`src/rtl/uart_mp_pkg.sv`:
```
package uart_mp_pkg;
  localparam int OVS      = 16;
  localparam int OVS_W    = $clog2(OVS);
  localparam int WORD_W   = 9;
  localparam int FRAME_W  = WORD_W + 2;
  localparam int BIT_W    = 4;

  localparam logic [OVS_W-1:0] SMP_A    = OVS_W'(7);
  localparam logic [OVS_W-1:0] SMP_B    = OVS_W'(8);
  localparam logic [OVS_W-1:0] SMP_C    = OVS_W'(9);
  localparam logic [OVS_W-1:0] LAST_SUB = OVS_W'(OVS - 1);

  localparam logic [BIT_W-1:0] TX_LAST9 = BIT_W'(FRAME_W - 1);
  localparam logic [BIT_W-1:0] TX_LAST8 = BIT_W'(FRAME_W - 2);
  localparam logic [BIT_W-1:0] RX_LAST9 = BIT_W'(WORD_W - 1);
  localparam logic [BIT_W-1:0] RX_LAST8 = BIT_W'(WORD_W - 2);

  typedef enum logic [1:0] {
    RX_IDLE,
    RX_START,
    RX_DATA,
    RX_STOP
  } rx_state_e;
endpackage

```
`src/rtl/uart_mp_baud.sv`:
```
module uart_mp_baud #(
  parameter int DIV_W = 12
) (
  input  logic             clk,
  input  logic             rst_n,
  input  logic [DIV_W-1:0] div,
  output logic             tick
);
  logic [DIV_W-1:0] cnt;

  assign tick = (cnt == '0);

  always_ff @(posedge clk or negedge rst_n) begin
    if (!rst_n) cnt <= '0;
    else        cnt <= tick ? div : cnt - 1'b1;
  end

  AST_TICK_GAP: assert property (@(posedge clk) disable iff (!rst_n)
    (tick && div != '0) |=> !tick);
endmodule

```
`src/rtl/uart_mp_tx.sv`:
```
module uart_mp_tx
  import uart_mp_pkg::*;
(
  input  logic              clk,
  input  logic              rst_n,
  input  logic              tick,
  input  logic              nine_bit,
  input  logic              in_valid,
  output logic              in_ready,
  input  logic [WORD_W-1:0] in_data,
  output logic              txd,
  output logic              done
);
  logic [FRAME_W-1:0] sh;
  logic [OVS_W-1:0]   sub;
  logic [BIT_W-1:0]   bitn;
  logic               busy;
  logic [WORD_W-1:0]  hold;
  logic               hold_full;
  logic               last_bit;
  logic               accept;
  logic               load;
  logic [FRAME_W-1:0] frame;

  assign last_bit = (bitn == (nine_bit ? TX_LAST9 : TX_LAST8));
  assign in_ready = !hold_full;
  assign accept   = in_valid && !hold_full;
  // the waiting word enters the shifter only on a tick, either from idle
  // or at the tick that closes the stop bit of the current frame
  assign load     = tick && hold_full && (!busy || (sub == LAST_SUB && last_bit));
  assign frame    = nine_bit ? {1'b1, hold, 1'b0}
                             : {2'b11, hold[WORD_W-2:0], 1'b0};
  assign txd      = busy ? sh[0] : 1'b1;

  always_ff @(posedge clk or negedge rst_n) begin
    if (!rst_n) begin
      sh        <= '1;
      sub       <= '0;
      bitn      <= '0;
      busy      <= 1'b0;
      hold      <= '0;
      hold_full <= 1'b0;
      done      <= 1'b0;
    end else begin
      if (load) begin
        sh        <= frame;
        busy      <= 1'b1;
        sub       <= '0;
        bitn      <= '0;
        hold_full <= 1'b0;
      end else if (tick && busy) begin
        sub <= sub + 1'b1;
        if (sub == LAST_SUB) begin
          if (last_bit) begin
            busy <= 1'b0;
            done <= 1'b1;
          end else begin
            sh   <= {1'b1, sh[FRAME_W-1:1]};
            bitn <= bitn + 1'b1;
          end
        end
      end
      if (accept) begin
        hold      <= in_data;
        hold_full <= 1'b1;
        done      <= 1'b0;
      end
    end
  end

  AST_TX_START_LOW: assert property (@(posedge clk) disable iff (!rst_n)
    $rose(busy) |-> !txd);
  AST_TX_DONE_IDLE: assert property (@(posedge clk) disable iff (!rst_n)
    done |-> !busy);
  AST_TX_HELD_BLOCKS: assert property (@(posedge clk) disable iff (!rst_n)
    (hold_full && !tick) |=> !in_ready);
endmodule

```
`src/rtl/uart_mp_rx.sv`:
```
module uart_mp_rx
  import uart_mp_pkg::*;
#(
  parameter int SYNC_STAGES = 2
) (
  input  logic              clk,
  input  logic              rst_n,
  input  logic              tick,
  input  logic              rxd,
  input  logic              nine_bit,
  input  logic              mp_mode,
  output logic              out_valid,
  input  logic              out_ready,
  output logic [WORD_W-1:0] out_data,
  output logic              frame_err,
  output logic              overrun
);
  logic [SYNC_STAGES-1:0] sync;
  logic                   rx_s;
  rx_state_e              state;
  logic [OVS_W-1:0]       cnt;
  logic [BIT_W-1:0]       bitn;
  logic [1:0]             votes;
  logic [WORD_W-1:0]      sh;
  logic                   maj;
  logic                   commit;
  logic                   flag;
  logic                   keep;
  logic                   pop;
  logic [WORD_W-1:0]      new_word;

  always_ff @(posedge clk or negedge rst_n) begin
    if (!rst_n) sync <= '1;
    else        sync <= {sync[SYNC_STAGES-2:0], rxd};
  end
  assign rx_s = sync[SYNC_STAGES-1];

  assign maj      = (votes[0] & votes[1]) | (votes[0] & rx_s) | (votes[1] & rx_s);
  assign commit   = tick && (state == RX_STOP) && (cnt == SMP_C);
  assign flag     = nine_bit ? sh[WORD_W-1] : maj;
  assign keep     = commit && (!mp_mode || flag);
  assign pop      = out_valid && out_ready;
  assign new_word = {nine_bit & sh[WORD_W-1], sh[WORD_W-2:0]};

  always_ff @(posedge clk or negedge rst_n) begin
    if (!rst_n) begin
      state <= RX_IDLE;
      cnt   <= '0;
      bitn  <= '0;
      votes <= 2'b11;
      sh    <= '0;
    end else if (tick) begin
      if (state == RX_IDLE) begin
        if (!rx_s) begin
          state <= RX_START;
          cnt   <= OVS_W'(1);
        end
      end else begin
        cnt <= cnt + 1'b1;
        if (cnt == SMP_A || cnt == SMP_B) votes <= {votes[0], rx_s};
        unique case (state)
          RX_START: begin
            if (cnt == SMP_C && maj)      state <= RX_IDLE;
            else if (cnt == LAST_SUB) begin
              state <= RX_DATA;
              bitn  <= '0;
            end
          end
          RX_DATA: begin
            if (cnt == SMP_C) sh[bitn] <= maj;
            if (cnt == LAST_SUB) begin
              if (bitn == (nine_bit ? RX_LAST9 : RX_LAST8)) state <= RX_STOP;
              else                                          bitn  <= bitn + 1'b1;
            end
          end
          RX_STOP: begin
            if (cnt == SMP_C) state <= RX_IDLE;
          end
          default: state <= RX_IDLE;
        endcase
      end
    end
  end

  always_ff @(posedge clk or negedge rst_n) begin
    if (!rst_n) begin
      out_valid <= 1'b0;
      out_data  <= '0;
      frame_err <= 1'b0;
      overrun   <= 1'b0;
    end else if (keep) begin
      if (!out_valid || pop) begin
        out_valid <= 1'b1;
        out_data  <= new_word;
        frame_err <= !maj;
        overrun   <= 1'b0;
      end else begin
        overrun   <= 1'b1;
      end
    end else if (pop) begin
      out_valid <= 1'b0;
      frame_err <= 1'b0;
      overrun   <= 1'b0;
    end
  end

  AST_OVR_WITH_DATA: assert property (@(posedge clk) disable iff (!rst_n)
    overrun |-> out_valid);
  AST_FE_WITH_DATA: assert property (@(posedge clk) disable iff (!rst_n)
    frame_err |-> out_valid);
  AST_HOLD_STABLE: assert property (@(posedge clk) disable iff (!rst_n)
    (out_valid && !out_ready) |=> (out_valid && $stable(out_data)));
  AST_MP_DROP: assert property (@(posedge clk) disable iff (!rst_n)
    (commit && mp_mode && !flag && !out_valid) |=> !out_valid);
endmodule

```
`src/rtl/uart_mp.sv`:
```
module uart_mp
  import uart_mp_pkg::*;
#(
  parameter int DIV_HI_W    = 4,
  parameter int DIV_LO_W    = 8,
  parameter int SYNC_STAGES = 2
) (
  input  logic                clk,
  input  logic                rst_n,
  input  logic [DIV_HI_W-1:0] div_hi,
  input  logic [DIV_LO_W-1:0] div_lo,
  input  logic                nine_bit,
  input  logic                mp_mode,
  input  logic                tx_valid,
  output logic                tx_ready,
  input  logic [WORD_W-1:0]   tx_data,
  output logic                txd,
  output logic                tx_done,
  input  logic                rxd,
  output logic                rx_valid,
  input  logic                rx_ready,
  output logic [WORD_W-1:0]   rx_data,
  output logic                rx_frame_err,
  output logic                rx_overrun
);
  localparam int DIV_W = DIV_HI_W + DIV_LO_W;

  logic [DIV_W-1:0] div;
  logic             tick;

  assign div = {div_hi, div_lo};

  uart_mp_baud #(.DIV_W(DIV_W)) u_baud (
    .clk   (clk),
    .rst_n (rst_n),
    .div   (div),
    .tick  (tick)
  );

  uart_mp_tx u_tx (
    .clk      (clk),
    .rst_n    (rst_n),
    .tick     (tick),
    .nine_bit (nine_bit),
    .in_valid (tx_valid),
    .in_ready (tx_ready),
    .in_data  (tx_data),
    .txd      (txd),
    .done     (tx_done)
  );

  uart_mp_rx #(.SYNC_STAGES(SYNC_STAGES)) u_rx (
    .clk       (clk),
    .rst_n     (rst_n),
    .tick      (tick),
    .rxd       (rxd),
    .nine_bit  (nine_bit),
    .mp_mode   (mp_mode),
    .out_valid (rx_valid),
    .out_ready (rx_ready),
    .out_data  (rx_data),
    .frame_err (rx_frame_err),
    .overrun   (rx_overrun)
  );
endmodule

```
`config.mk`:
```
export PLATFORM = sky130hd
export DESIGN_NAME = uart_mp
export DESIGN_NICKNAME = d
export VERILOG_FILES = /design/src/rtl/uart_mp_pkg.sv /design/src/rtl/uart_mp_baud.sv /design/src/rtl/uart_mp_tx.sv /design/src/rtl/uart_mp_rx.sv /design/src/rtl/uart_mp.sv
export SDC_FILE = /design/constraint.sdc
export NUM_CORES = 1
export LEC_CHECK = 0
export BUFFER_PORTS_ARGS = -buffer_cell sky130_fd_sc_hd__buf_2
export CAP_MARGIN = 20
export CELL_PAD_IN_SITES_DETAIL_PLACEMENT = 1
export CELL_PAD_IN_SITES_GLOBAL_PLACEMENT = 1
export CORE_ASPECT_RATIO = 0.6
export CORE_UTILIZATION = 50
export CTS_BUF_LIST = sky130_fd_sc_hd__clkbuf_2 sky130_fd_sc_hd__clkbuf_4 sky130_fd_sc_hd__clkbuf_8
export CTS_CLUSTER_DIAMETER = 150
export DETAILED_ROUTE_END_ITERATION = 8
export PLACE_DENSITY = 0.84
export SLEW_MARGIN = 20
export SYNTH_ARGS = -nofsm -noshare
export SYNTH_HDL_FRONTEND = slang
export SYNTH_HIERARCHICAL = 1
export SYNTH_SLANG_ARGS = --single-unit
```
`constraint.sdc`:
```
create_clock -name clk -period 4.2 [get_ports clk]
set_input_delay 0.84 -clock clk [delete_from_list [all_inputs] [get_ports clk]]
set_output_delay 0.84 -clock clk [all_outputs]
set_load 0.02 [all_outputs]
```
; ---- Yosys cells after proc, flatten, opt, wreduce, memory -nomap -nowiden
; Cells that the tools add are included.
[word_totals]
regBits = 78
input_bits = 28
output_inout_bits = 15
elab_cells = 147
[op_classes]
n_addsub = 5
order_cmp = 2
eq_ne = 22
mux = 52
bitwise_logic = 7
n_reduce_logical = 41
[ops]
columns = op, count
row1 = 2-to-1 mux 4 bit, 13
row2 = 2-to-1 mux 11 bit, 4
row3 = 2-to-1 mux 1 bit, 21
row4 = nonzero test 2 bit, 9
row5 = "adder 4 x 1 -> 4 bit, second input constant", 4
row6 = "equality test 4 bit, second input constant", 4
row7 = 2-to-1 mux 2 bit, 8
row8 = logical NOT 12 bit, 1
row9 = 2-to-1 mux 12 bit, 1
row10 = "subtractor 12 x 1 -> 12 bit, second input constant", 1
row11 = logical AND 1 bit, 11
row12 = 2-to-1 mux 10 bit, 1
row13 = "inequality test 2 bit, second input constant", 5
row14 = bitwise mux 9 bit, 1
row15 = AND reduction 3 bit, 3
row16 = equality test 4 bit, 2
row17 = case mux 4 bit (2 select lines), 1
row18 = AND reduction 4 bit, 2
row19 = AND reduction 7 bit, 1
row20 = "inequality test 2 x 1 -> 1 bit, second input constant", 3
row21 = "inequality test 3 x 1 -> 1 bit, second input constant", 2
row22 = case mux 2 bit (3 select lines), 1
row23 = AND reduction 2 bit, 3
row24 = AND reduction 6 bit, 1
row25 = 14 further kinds, 26

; ---- Depth between registers and ports, before layout
; Gate-level depths: netlist (run 1).
[logic_depth]
ltp_word = 8
depth_mapped = 11
depth_no_buf = 9

; ---- Hierarchy
; Netlist (run 1), hierarchy kept.
[by_module_without_submodules]
columns = mod, instances, cells_per_inst, area_per_inst_um2, seq_area_each_um2
row1 = uart_mp_rx, 1, 164, 1829.3, 880.8
row2 = uart_mp_tx, 1, 142, 1470.2, 763.2
row3 = uart_mp_baud, 1, 72, 681.9, 300.3

; ---- Worst setup path after synthesis (run 1)
; Ideal clock, no wire load.
[synth_timing]
kind = reg2reg
start = reg u_baud.cnt[0]
end = reg u_rx.sh[0]
setup_ns = 0.125
arrival_time_ns = 2.374
required_time_ns = 4.075
path_slack_ns = 1.701
path_stages_with_launch = 12
path_buffers = 2
synth_period_minus_slack_ns = 2.499
path_cell_list = dfrtp_1 -> inv_1 -> ha_1 -> nor4b_1 -> and3_1 -> buf_2 -> nor2b_1 -> clkbuf_2 -> nand3_1 -> nor3_1 -> nand2_1 -> mux2_2
[synth_via]
elab_chain_len = 2
[synth_rtl]
columns = item, line_no
row1 = "start, declared", uart_mp_baud.sv:9  ; logic [DIV_W-1:0] cnt;
row2 = "start signal, assigned", uart_mp_baud.sv:15  ; else cnt <= tick ? div : cnt - 1'b1;
row3 = logical NOT 12 bit, uart_mp_baud.sv:11  ; assign tick = (cnt == '0);
row4 = net tick, uart_mp.sv:29  ; logic tick;
row5 = AND reduction 4 bit (no line), -
row6 = "end signal, assigned by index", uart_mp_rx.sv:70  ; if (cnt == SMP_C) sh[bitn] <= maj;
row7 = "end, declared", uart_mp_rx.sv:24  ; logic [WORD_W-1:0] sh;
; The timed path passes the listed nets, and every way through them passes these cells.
; A chain may end at the register's enable or synchronous reset.

; ---- Final worst setup path (run 1)
[layout_timing]
start = reg u_baud.cnt[0]
end = reg u_tx.bitn[3]
[layout_via]
elab_chain_len = 5
word_cells_on_any_way = 9
cone_classes = eq/ne (1) / mux (1) / reduce/logical (7)
[layout_rtl]
columns = item, line_no
row1 = logical NOT 12 bit *, uart_mp_baud.sv:11
row2 = net tick, uart_mp.sv:29
row3 = logical AND 1 bit (2 in series), uart_mp_tx.sv:30  ; assign load = tick && hold_full && (!busy || (sub == LAST_SUB && last_bit));
row4 = inequality test 2 bit (no line) or nonzero test 2 bit (tied branches), -
row5 = AND reduction 3 bit (no line), -
row6 = "end signal, assigned", uart_mp_tx.sv:59  ; bitn <= bitn + 1'b1;
row7 = "end, declared", uart_mp_tx.sv:16  ; logic [BIT_W-1:0] bitn;
; The timed path passes the listed nets; every way through them passes the cells marked *.

==> impl_results.md, run 1 <==
- Sequential element share of the synthesized area: 48.8%
- Commonest cells post-synth: 63 x dfrtp_1, 31 x a21oi_1, 29 x nand2_1
- Hold Buf Count CTS: 0
- TritonCTS clock tree: done
- Worst reg2reg path depth: 8
- Drt first pass iters: 4
- Final hold slack: 359 ps
- Top cells by area, synth: dfrtp_1 40%, dfstp_2 9.2%, mux2_2 7.9%
- HP Class: register to register
- Peak VDD IR: 0.223 mV
- RSZ-0062 raised after global routing: no
- Dpl hpwl: 6860 um
- Skew final: 7.33 ps
- Design Power: 1.67 mW
- Setup TNS: 0 ps
- Die height: 71.1 um
- Final setup fails: 0
- Hold depth: 0
- Worst endpoint required time: 4430 ps
- Cell Area, Placed: 4270 um^2
- Pwr per Cell Area: 375 nW/um^2
- Layout cells sized above 1: 27.7%
- Max-slew headroom: 34.2%
- Antenna violations before repair: 0
- Tot GR Track Use: 26.4%
- Routability congestion estimate: 0.794
- Fill count: 860
- CTS Buffer Depth: 2
- 1st-iter DRT viols: 183
- Clk Tree Root Cell: clkbuf_8
- Most frequent cell after synthesis: dfrtp_1
- MaxCap Viol Count: 0
- First-pass GRT wire length: 16400 um
- Vias in the first global route: 3226
- R2R Setup Slk: 1020 ps
- CP endpoint kind: register
- Startpoint types: register
- H-tree depth: 3
- Worst R2R End: u_tx/bitn[3]$_DFFE_PN0P_
- Start point of the critical path: u_baud/cnt[0]$_DFF_PN0_
- Fin nets: 461
- Worst reg2reg startpoint: u_baud/cnt[0]$_DFF_PN0_
- Clock Sink Count: 77
- Antenna diodes: 0
- Routed vias: 3067
- Area Overhead vs Synth: 11.8%
- Synthesized netlist cell count: 378
- FP Rows: 24
- Synthesized net count: 421
- DIE WIDTH: 117 um
- Syn avg cell area: 10.5 um^2
- Register bit total from synthesis: 77
- DR WL/cell: 18.6 um
- Final Instance Area: 4450 um^2
- Type of the worst setup path: register to register
- Post-Syn Area: 3980 um^2
- # resized after CTS: 0
- Io pins: 43
- Final Cycle Share: 75.6%
- Routed Antenna Nets: 0
- Multi-input logic area: 1910 um^2
- Setup bufs post-CTS: 0
- Reg area: 1940 um^2
- DRC viols: 0
- Fmax achieved: 315 MHz
- Core area: 7480 um^2
- CP arrival: 3410 ps
- Post-synth EDFFs: 0
- Avg Vias per Cell: 5.82
- Hold endpoint: u_rx/sync[1]$_DFF_PN1_
- Yosys top cell area share: 39.6%
- GRT overflow: 0
- CTS clk-pin slew, worst paths: 80 ps
- Clock Latency Late Sink: 370 ps
- Slew @ Worst Pin: 987 ps
- Total Die Area: 8340 um^2
- Max Fanout on Critical Path: 16
- Run status: finished clean
- Post-layout util: 59.5%
- Yosys top cell by area: dfrtp_1
- Initial Utilization: 53.2%
- Synth warnings: 6
- Port Buf Inserts: 42
- Hold Startpoint: u_rx/sync[0]$_DFF_PN1_
- Final Max Slew Viols: 0
- Post-synth cell types: 57
- Ys async rst share: 100%
- Leakage power: 1.94 nW
- Num CTS Buffers: 9
- Largest net degree at the start of global routing: 78
- Final wirelength: 9780 um
- Prevailing post-synth register cell: dfrtp_1
- Fin. Hold Viols: 0
- Final min period: 3180 ps
==> flip-flops by register name (all words and copies together), names as in the netlist <==
| signal | count |
|---|---|
| u_tx/hold_full | 1 |
| u_rx/state | 2 |
| u_rx/sh | 9 |
| u_rx/bitn | 4 |
| u_rx/cnt | 4 |
| u_rx/out_data | 9 |
| u_baud/cnt | 12 |
| u_tx/bitn | 4 |
| u_tx/sub | 4 |
| u_rx/votes | 2 |
| u_rx/sync | 2 |
| u_rx/frame_err | 1 |
| u_tx/done | 1 |
| u_tx/busy | 1 |
| u_tx/hold | 9 |
| u_tx/sh | 10 |
| u_rx/out_valid | 1 |
| u_rx/overrun | 1 |
==> per-layer routing <==
metal | global-route usage [%] | wire (um) | up-vias
li1 | - | - | 1442
met1 | 36.9 | 4750 | 1549
met2 | 41.0 | 4600 | 64
met3 | 5.83 | 340 | 12
met4 | 8.16 | 98 | 0
met5 | 0 | 0 | -
==> cells by family (layout without fill, tap and decap cells) <==
family                   after synthesis  after routing  synth area share (%)
buffers and inverters                 31             76                  3.24
AO/OA/AOI/OAI                         92             92                  14.9
multiplexers                          32             32                  8.93
adder cells (fa/ha/maj)               16             16                  4.97
flip-flops                            77             77                  48.8
AND/OR/NAND/NOR                      119            119                  16.7
XOR/XNOR                              11             11                  2.42
==> area by class of cell <==
type / count / area share [%]
clock buffers: 9 / 2.78
inverters: 16 / 1.35
well taps: 104 / 2.92
flip-flops and latches: 77 / 43.7
repair buffers: 44 / 5.12
clock inverters: 7 / 1.29
multi-input cells: 270 / 42.9
==> placed cells by master, fill, tap and decap left out, types with 4 or more instances in the layout <==
master and count:
dfrtp_1 63, buf_2 41, a21oi_1 31, nand2_1 29, mux2_2 28, nor2_1 26, o21ai_0 26, nand3_1 24
inv_1 16, ha_1 15, dfstp_2 14, a31oi_1 10, clkbuf_8 9, xnor2_1 6, xor2_1 5, nor2b_1 4
mux2i_1 4, a22o_1 4
==> stage by stage <==
stage | instances | worst slack [ps]
after floorplan | 378 | 1700
after global placement | 511 | 1210
after detailed placement | 511 | 1070
after CTS | 527 | 1030
after global routing | 527 | 623
final | 527 | 1020
==> report_power, final <==
group | total (mW) | switching, mW | leakage (nW) | internal (mW)
logic | 0.221 | 0.113 | 0.902 | 0.108
registers | 0.925 | 0.0972 | 0.957 | 0.828
clock network | 0.525 | 0.303 | 0.0829 | 0.221
==> worst max path at each step <==
stage,to,cells after the start
floorplan,u_rx/sh[0]$_DFFE_PN0P_,11
global placement,u_tx/bitn[3]$_DFFE_PN0P_,8
detailed placement,u_tx/bitn[3]$_DFFE_PN0P_,8
CTS,u_tx/bitn[3]$_DFFE_PN0P_,8
global route,u_tx/sh[3]$_DFFE_PN1P_,8
finish,u_tx/bitn[3]$_DFFE_PN0P_,8
==> critical path, stage by stage, from the launching register on <==
cell and delay, ps:
dfrtp_1 400, inv_1 90, ha_1 150, nor4b_1 390, and3_1 630, o21ai_0 410, a21o_1 330, nor2_1 510
o22ai_1 150
Power figures use the tool's default switching activity.
==> run 2, diff against run 1 <==
--- a/config.mk
+++ b/config.mk
@@ -10,11 +10,11 @@
 export CELL_PAD_IN_SITES_DETAIL_PLACEMENT = 1
 export CELL_PAD_IN_SITES_GLOBAL_PLACEMENT = 1
 export CORE_ASPECT_RATIO = 0.6
-export CORE_UTILIZATION = 50
+export CORE_UTILIZATION = 48
 export CTS_BUF_LIST = sky130_fd_sc_hd__clkbuf_2 sky130_fd_sc_hd__clkbuf_4 sky130_fd_sc_hd__clkbuf_8
 export CTS_CLUSTER_DIAMETER = 150
 export DETAILED_ROUTE_END_ITERATION = 8
-export PLACE_DENSITY = 0.84
+export PLACE_DENSITY = 0.81
 export SLEW_MARGIN = 20
 export SYNTH_ARGS = -nofsm -noshare
 export SYNTH_HDL_FRONTEND = slang
==> constraint.sdc (replaced) <==
create_clock -name clk -period 3.12 [get_ports clk]
set_input_delay 0.624 -clock clk [delete_from_list [all_inputs] [get_ports clk]]
set_output_delay 0.624 -clock clk [all_outputs]
set_load 0.02 [all_outputs]
==> run 2 against run 1 <==
Register-to-register slack worse by 650 ps. Critical path depth is 2 higher. First-iteration DRC count is 6.0% lower. Sequential cell count stayed put. Wire length is 3.3% lower. Critical path type unchanged.
==> impl_results.md, run 2 (synthesis results as in run 1) <==
- Run status: finished clean
- Most common cell after layout, fill and taps aside: dfrtp_1
- Startpoint types: register
- Leading registers by flop count: u_baud/cnt x12, u_tx/sh x10
- Leakage power: 2.01 nW
- Post-layout util: 57.2%
- CP arrival: 2980 ps
- Io pins: 43
- Worst path max stage delay: 450 ps
- First-pass GRT wire length: 15900 um
- Core area: 7950 um^2
- Top reg by flops: u_baud/cnt
- Clock Latency Late Sink: 360 ps
- CTS clk-pin slew, worst paths: 80 ps
- Fmax achieved: 365 MHz
- Routed Antenna Nets: 0
- Pwr per Cell Area: 512 nW/um^2
- Most frequent cells in the layout: 63 x dfrtp_1, 41 x buf_2, 31 x a21oi_1, 29 x nand2_1, 28 x mux2_2
- RSZ-0062 raised after global routing: no
- Pre-CTS WS: 368 ps
- Final std cells w/o fill: 538
- Final min period: 2740 ps
- Routability congestion estimate: 0.790
- Largest net degree at the start of global routing: 78
- HP Class: input port to async pin
- CP endpoint kind: register
- 1st-iter DRT viols: 172
- Crit path max-delay family: simple AND/OR/NAND/NOR gates
- Hold Buf Count CTS: 0
- Dpl hpwl: 6810 um
- Worst endpoint required time: 3360 ps
- Routed vias: 3079
- FP Rows: 25
- Skew final: 12.1 ps
- CTS Buffer Depth: 2
- Peak VDD IR: 0.304 mV
- Die height: 72.5 um
- GRT overflow: 0
- Clk Tree Root Cell: clkbuf_8
- Total Die Area: 8670 um^2
- Max reg flops: 12
- Port Buf Inserts: 42
- Crit-path cells: inv_1 -> ha_1 -> nor4b_1 -> and3_1 -> buf_4 -> nor2b_1 -> nand3_1 -> nor3_1 -> nand2_1 -> mux2_2
- Type of the worst setup path: register to register
- # resized after CTS: 0
- Final Max Slew Viols: 0
- Drt first pass iters: 4
- Antenna diodes: 0
- Vias in the first global route: 3143
- Num CTS Buffers: 9
- Fin. Hold Viols: 0
- PnR worst setup slack: 378 ps
- Tot GR Track Use: 23.9%
- Final wirelength: 9460 um
- Setup TNS: 0 ps
- Final setup fails: 0
- MaxCap Viol Count: 0
- DIE WIDTH: 120 um
- Max Fanout on Critical Path: 10
- Buffers & Inverters on Critical Path: 2
- Area Overhead vs Synth: 14.2%
- Max-slew headroom: 52.1%
- TritonCTS clock tree: done
- Slowest cell on crit path: nor4b_1
- H-tree depth: 3
- DRC viols: 0
- Placed cells: 521
- Clock Sink Count: 77
- Fin nets: 468
- Layout cells sized above 1: 28.8%
- Antenna violations before repair: 0
- Slew @ Worst Pin: 716 ps
- Final Cycle Share: 87.9%
- DR WL/cell: 17.6 um
- Initial Utilization: 50.1%
- R2R Setup Slk: 380 ps
- Avg Vias per Cell: 5.72
- Setup bufs post-CTS: 0
[run 2: final timing paths]
| path | start | end | depth (start not counted) |
|---|---|---|---|
| worst min-delay path | rst_n | u_rx/sh[2]$_DFFE_PN0P_ | 1 |
| worst max register to register | u_baud/cnt[0]$_DFF_PN0_ | u_rx/sh[1]$_DFFE_PN0P_ | 10 |
| min in group clk | u_rx/sync[0]$_DFF_PN1_ | u_rx/sync[1]$_DFF_PN1_ | 0 |
| worst max-delay path | u_baud/cnt[0]$_DFF_PN0_ | u_rx/sh[1]$_DFFE_PN0P_ | 10 |
| worst min register to register | u_rx/sync[0]$_DFF_PN1_ | u_rx/sync[1]$_DFF_PN1_ | 0 |
| max in group asynchronous | rst_n | u_tx/sh[5]$_DFFE_PN1P_ | 2 |
[run 2: layout make-up]
cell class / instances / area (um^2)
multi-input combinational: 270 / 1910
timing repair buffer: 51 / 293
sequential: 77 / 1940
clock buffer: 12 / 159
fill: 912 / 3400
tap: 108 / 135
inverter: 16 / 60.1
clock inverter: 4 / 47.5
[run 2: layer usage]
| layer | GRT usage [%] | vias up | share of wire (%) |
|---|---|---|---|
| met5 | 0 | - | 0 |
| met4 | 7.22 | 0 | 0.94 |
| met3 | 5.74 | 8 | 4.8 |
| met2 | 36.9 | 67 | 46 |
| met1 | 33.6 | 1558 | 49 |
| li1 | - | 1446 | - |
[run 2: worst reg2reg max path: stages (launching register included)]
cell and delay, ps:
dfrtp_1 390, inv_1 90, ha_1 140, nor4b_1 450
and3_1 300, buf_4 190, nor2b_1 230, nand3_1 130
nor3_1 320, nand2_1 110, mux2_2 280
[run 2: per-stage QoR]
| step | hold slack [ps] | instance area, um^2 | total power, mW |
|---|---|---|---|
| 2_1_floorplan | 328 | 3980 | 1.44 |
| 3_3_place_gp | 347 | 4320 | 1.54 |
| 3_5_place_dp | 354 | 4320 | 1.56 |
| 4_1_cts | 353 | 4530 | 2.36 |
| 5_1_grt | 244 | 4550 | 2.45 |
| 6_report | 218 | 4550 | 2.33 |
[run 2: report_power, final]
group / switching, mW / internal (mW) / total, mW / leakage (nW)
clock network: 0.362 / 0.420 / 0.781 / 0.106
logic: 0.149 / 0.152 / 0.301 / 0.944
registers: 0.131 / 1.12 / 1.25 / 0.957
==> run 3, diff against run 2 <==
--- a/config.mk
+++ b/config.mk
@@ -9,12 +9,11 @@
 export CAP_MARGIN = 20
 export CELL_PAD_IN_SITES_DETAIL_PLACEMENT = 1
 export CELL_PAD_IN_SITES_GLOBAL_PLACEMENT = 1
-export CORE_ASPECT_RATIO = 0.6
-export CORE_UTILIZATION = 48
+export CORE_UTILIZATION = 43
 export CTS_BUF_LIST = sky130_fd_sc_hd__clkbuf_2 sky130_fd_sc_hd__clkbuf_4 sky130_fd_sc_hd__clkbuf_8
 export CTS_CLUSTER_DIAMETER = 150
 export DETAILED_ROUTE_END_ITERATION = 8
-export PLACE_DENSITY = 0.81
+export PLACE_DENSITY = 0.77
 export SLEW_MARGIN = 20
 export SYNTH_ARGS = -nofsm -noshare
 export SYNTH_HDL_FRONTEND = slang
==> constraint.sdc (replaced) <==
create_clock -name clk -period 2.2 [get_ports clk]
set_input_delay 0.44 -clock clk [delete_from_list [all_inputs] [get_ports clk]]
set_output_delay 0.44 -clock clk [all_outputs]
set_load 0.02 [all_outputs]
==> run 3 against run 2 <==
The flow now finishes with violations (design-rule violations). Non-clock buffer count rose by 22. Total power rose by 47%. Via count rose by 0.68%. Clock power rose by 38%. Register-to-register slack got worse by 360 ps. Wire length fell by 2.3%. Sequential cell count did not move. Maximum frequency rose by 26%. Sequential power rose by 38%. Critical path depth did not move. Count of clock-buffer cells in the layout fell by 2. Critical path type unchanged. Largest cell class is now multi-input combinational cells. Highest routed layer unchanged.
==> impl_results.md, run 3 (synthesis results as in run 1) <==
- Final setup fails: 0
- Area Overhead vs Synth: 20.8%
- Routed vias: 3100
- Worst endpoint required time: 2470 ps
- Startpoint types: register
- Max-slew headroom: 62.3%
- DIE WIDTH: 98.2 um
- H-tree depth: 3
- Fin nets: 490
- DR WL/cell: 16.5 um
- Fill count: 1014
- Final hold slack: 15.1 ps
- Hold Buf Count CTS: 0
- Type of the worst setup path: register to register
- Num CTS Buffers: 9
- Reg area: 1940 um^2
- RSZ-0062 raised after global routing: yes
- Max reg flops: 12
- R2R Setup Slk: 20 ps
- Most common cell after layout, fill and taps aside: dfrtp_1
- Die height: 98.2 um
- Avg Vias per Cell: 5.55
- CP endpoint kind: register
- Core area: 8850 um^2
- Clock Sink Count: 77
- Run status: finished with violations
- Final min period: 2180 ps
- DRC viols: 3
- Antenna violations before repair: 0
- CTS Buffer Depth: 2
- Antenna diodes: 0
- GRT overflow: 0
- Routed Antenna Nets: 0
- Drt first pass iters: 6
- Max Fanout on Critical Path: 10
- Clk Tree Root Cell: clkbuf_8
- Final wirelength: 9240 um
- Leading registers by flop count: u_baud/cnt x12, u_tx/sh x10
- Start point of the critical path: u_baud/cnt[0]$_DFF_PN0_
- Port Buf Inserts: 42
- CP arrival: 2460 ps
- Fin. Hold Viols: 0
- Total Die Area: 9650 um^2
- Fmax achieved: 458 MHz
- Worst R2R End: u_tx/sh[9]$_DFFE_PN1P_
- TritonCTS clock tree: done
- 1st-iter DRT viols: 65
- Worst reg2reg path depth: 10
- Failing checks: design-rule violations
- Most frequent cells in the layout: 63 x dfrtp_1, 41 x buf_2, 30 x a21oi_1, 29 x buf_4, 28 x nand2_1
- Skew final: 5.30 ps
- Vias in the first global route: 3289
- First-pass GRT wire length: 15800 um
- Peak VDD IR: 0.394 mV
- Leakage power: 2.11 nW
- MaxCap Viol Count: 0
- PnR worst setup slack: 17.0 ps
- Routability congestion estimate: 0.787
- CTS clk-pin slew, worst paths: 80 ps
- HP Class: input port to async pin
- Initial Utilization: 45.0%
- Largest net degree at the start of global routing: 46
- Pwr per Cell Area: 710 nW/um^2
- Top reg by flops: u_baud/cnt
- Slew @ Worst Pin: 564 ps
- Final Cycle Share: 99.2%
- Io pins: 43
- Clock Latency Late Sink: 360 ps
- Layout cells sized above 1: 35.3%
- Tot GR Track Use: 20.7%
- Pre-CTS WS: -15.4 ps
- Worst reg2reg startpoint: u_baud/cnt[0]$_DFF_PN0_
- Multi-input logic area: 2010 um^2
- FP Rows: 34
- Final Max Slew Viols: 0
- Capture point of the worst path: u_tx/sh[9]$_DFFE_PN1P_
- Cell Area, Placed: 4520 um^2
- Final Instance Area: 4810 um^2
- Dpl hpwl: 6520 um
run 3: repair_timing:
| action | in CTS | in global routing |
|---|---|---|
| pin swaps | 1 | 7 |
| buffers inserted | 0 | 4 |
| gates resized for setup | 4 | 13 |
| endpoints found under the setup margin | 18 | 27 |
run 3: through the flow:
stage               cells  util (%)  total power, mW  setup TNS (ps)
floorplan             378         -             2.09           -25.7
global placement      540      51.1             2.31               0
detailed placement    540      51.1             2.33           -64.5
CTS                   555      53.4             3.45           -7.97
global route          559      54.3             3.61            -266
finish                559      54.3             3.41               0
run 3: cell type report:
type,instances,share of cell area [%]
clock buffers,10,2.86
inverters,16,1.25
clock inverters,5,1.25
repair buffers,73,9.68
flip-flops and latches,77,40.4
well taps,108,2.81
multi-input cells,270,41.7
run 3: worst min path at each step:
stage / cells after the start / endpoint / start
2_1_floorplan: 0 / u_baud/cnt[0]$_DFF_PN0_ / rst_n
3_3_place_gp: 0 / u_rx/sync[1]$_DFF_PN1_ / u_rx/sync[0]$_DFF_PN1_
3_5_place_dp: 0 / u_rx/sync[1]$_DFF_PN1_ / u_rx/sync[0]$_DFF_PN1_
4_1_cts: 1 / u_tx/bitn[1]$_DFFE_PN0P_ / rst_n
5_1_grt: 1 / u_tx/bitn[1]$_DFFE_PN0P_ / rst_n
6_report: 1 / u_tx/bitn[1]$_DFFE_PN0P_ / rst_n
run 3: critical path: stages (launching register included):
cell,delay (ps)
dfrtp_1,410
inv_2,90
ha_4,120
nor4b_4,200
and3_4,260
buf_4,140
o21ai_1,120
a21oi_2,200
buf_4,210
a21oi_1,110
a31oi_1,230
run 3: layer usage:
layer	global-route usage, %	part of all wire [%]	vias up	wire length, um
met1	26.9	46	1558	4290
met2	34.3	50	41	4580
met5	0	0	-	0
met3	3.79	2.4	10	221
met4	8.27	1.7	0	154
li1	-	-	1491	-
run 3: where the power goes:
group / internal [mW] / switching [mW]
Sequential: 1.58 / 0.152
Combinational: 0.302 / 0.292
Clock: 0.552 / 0.533
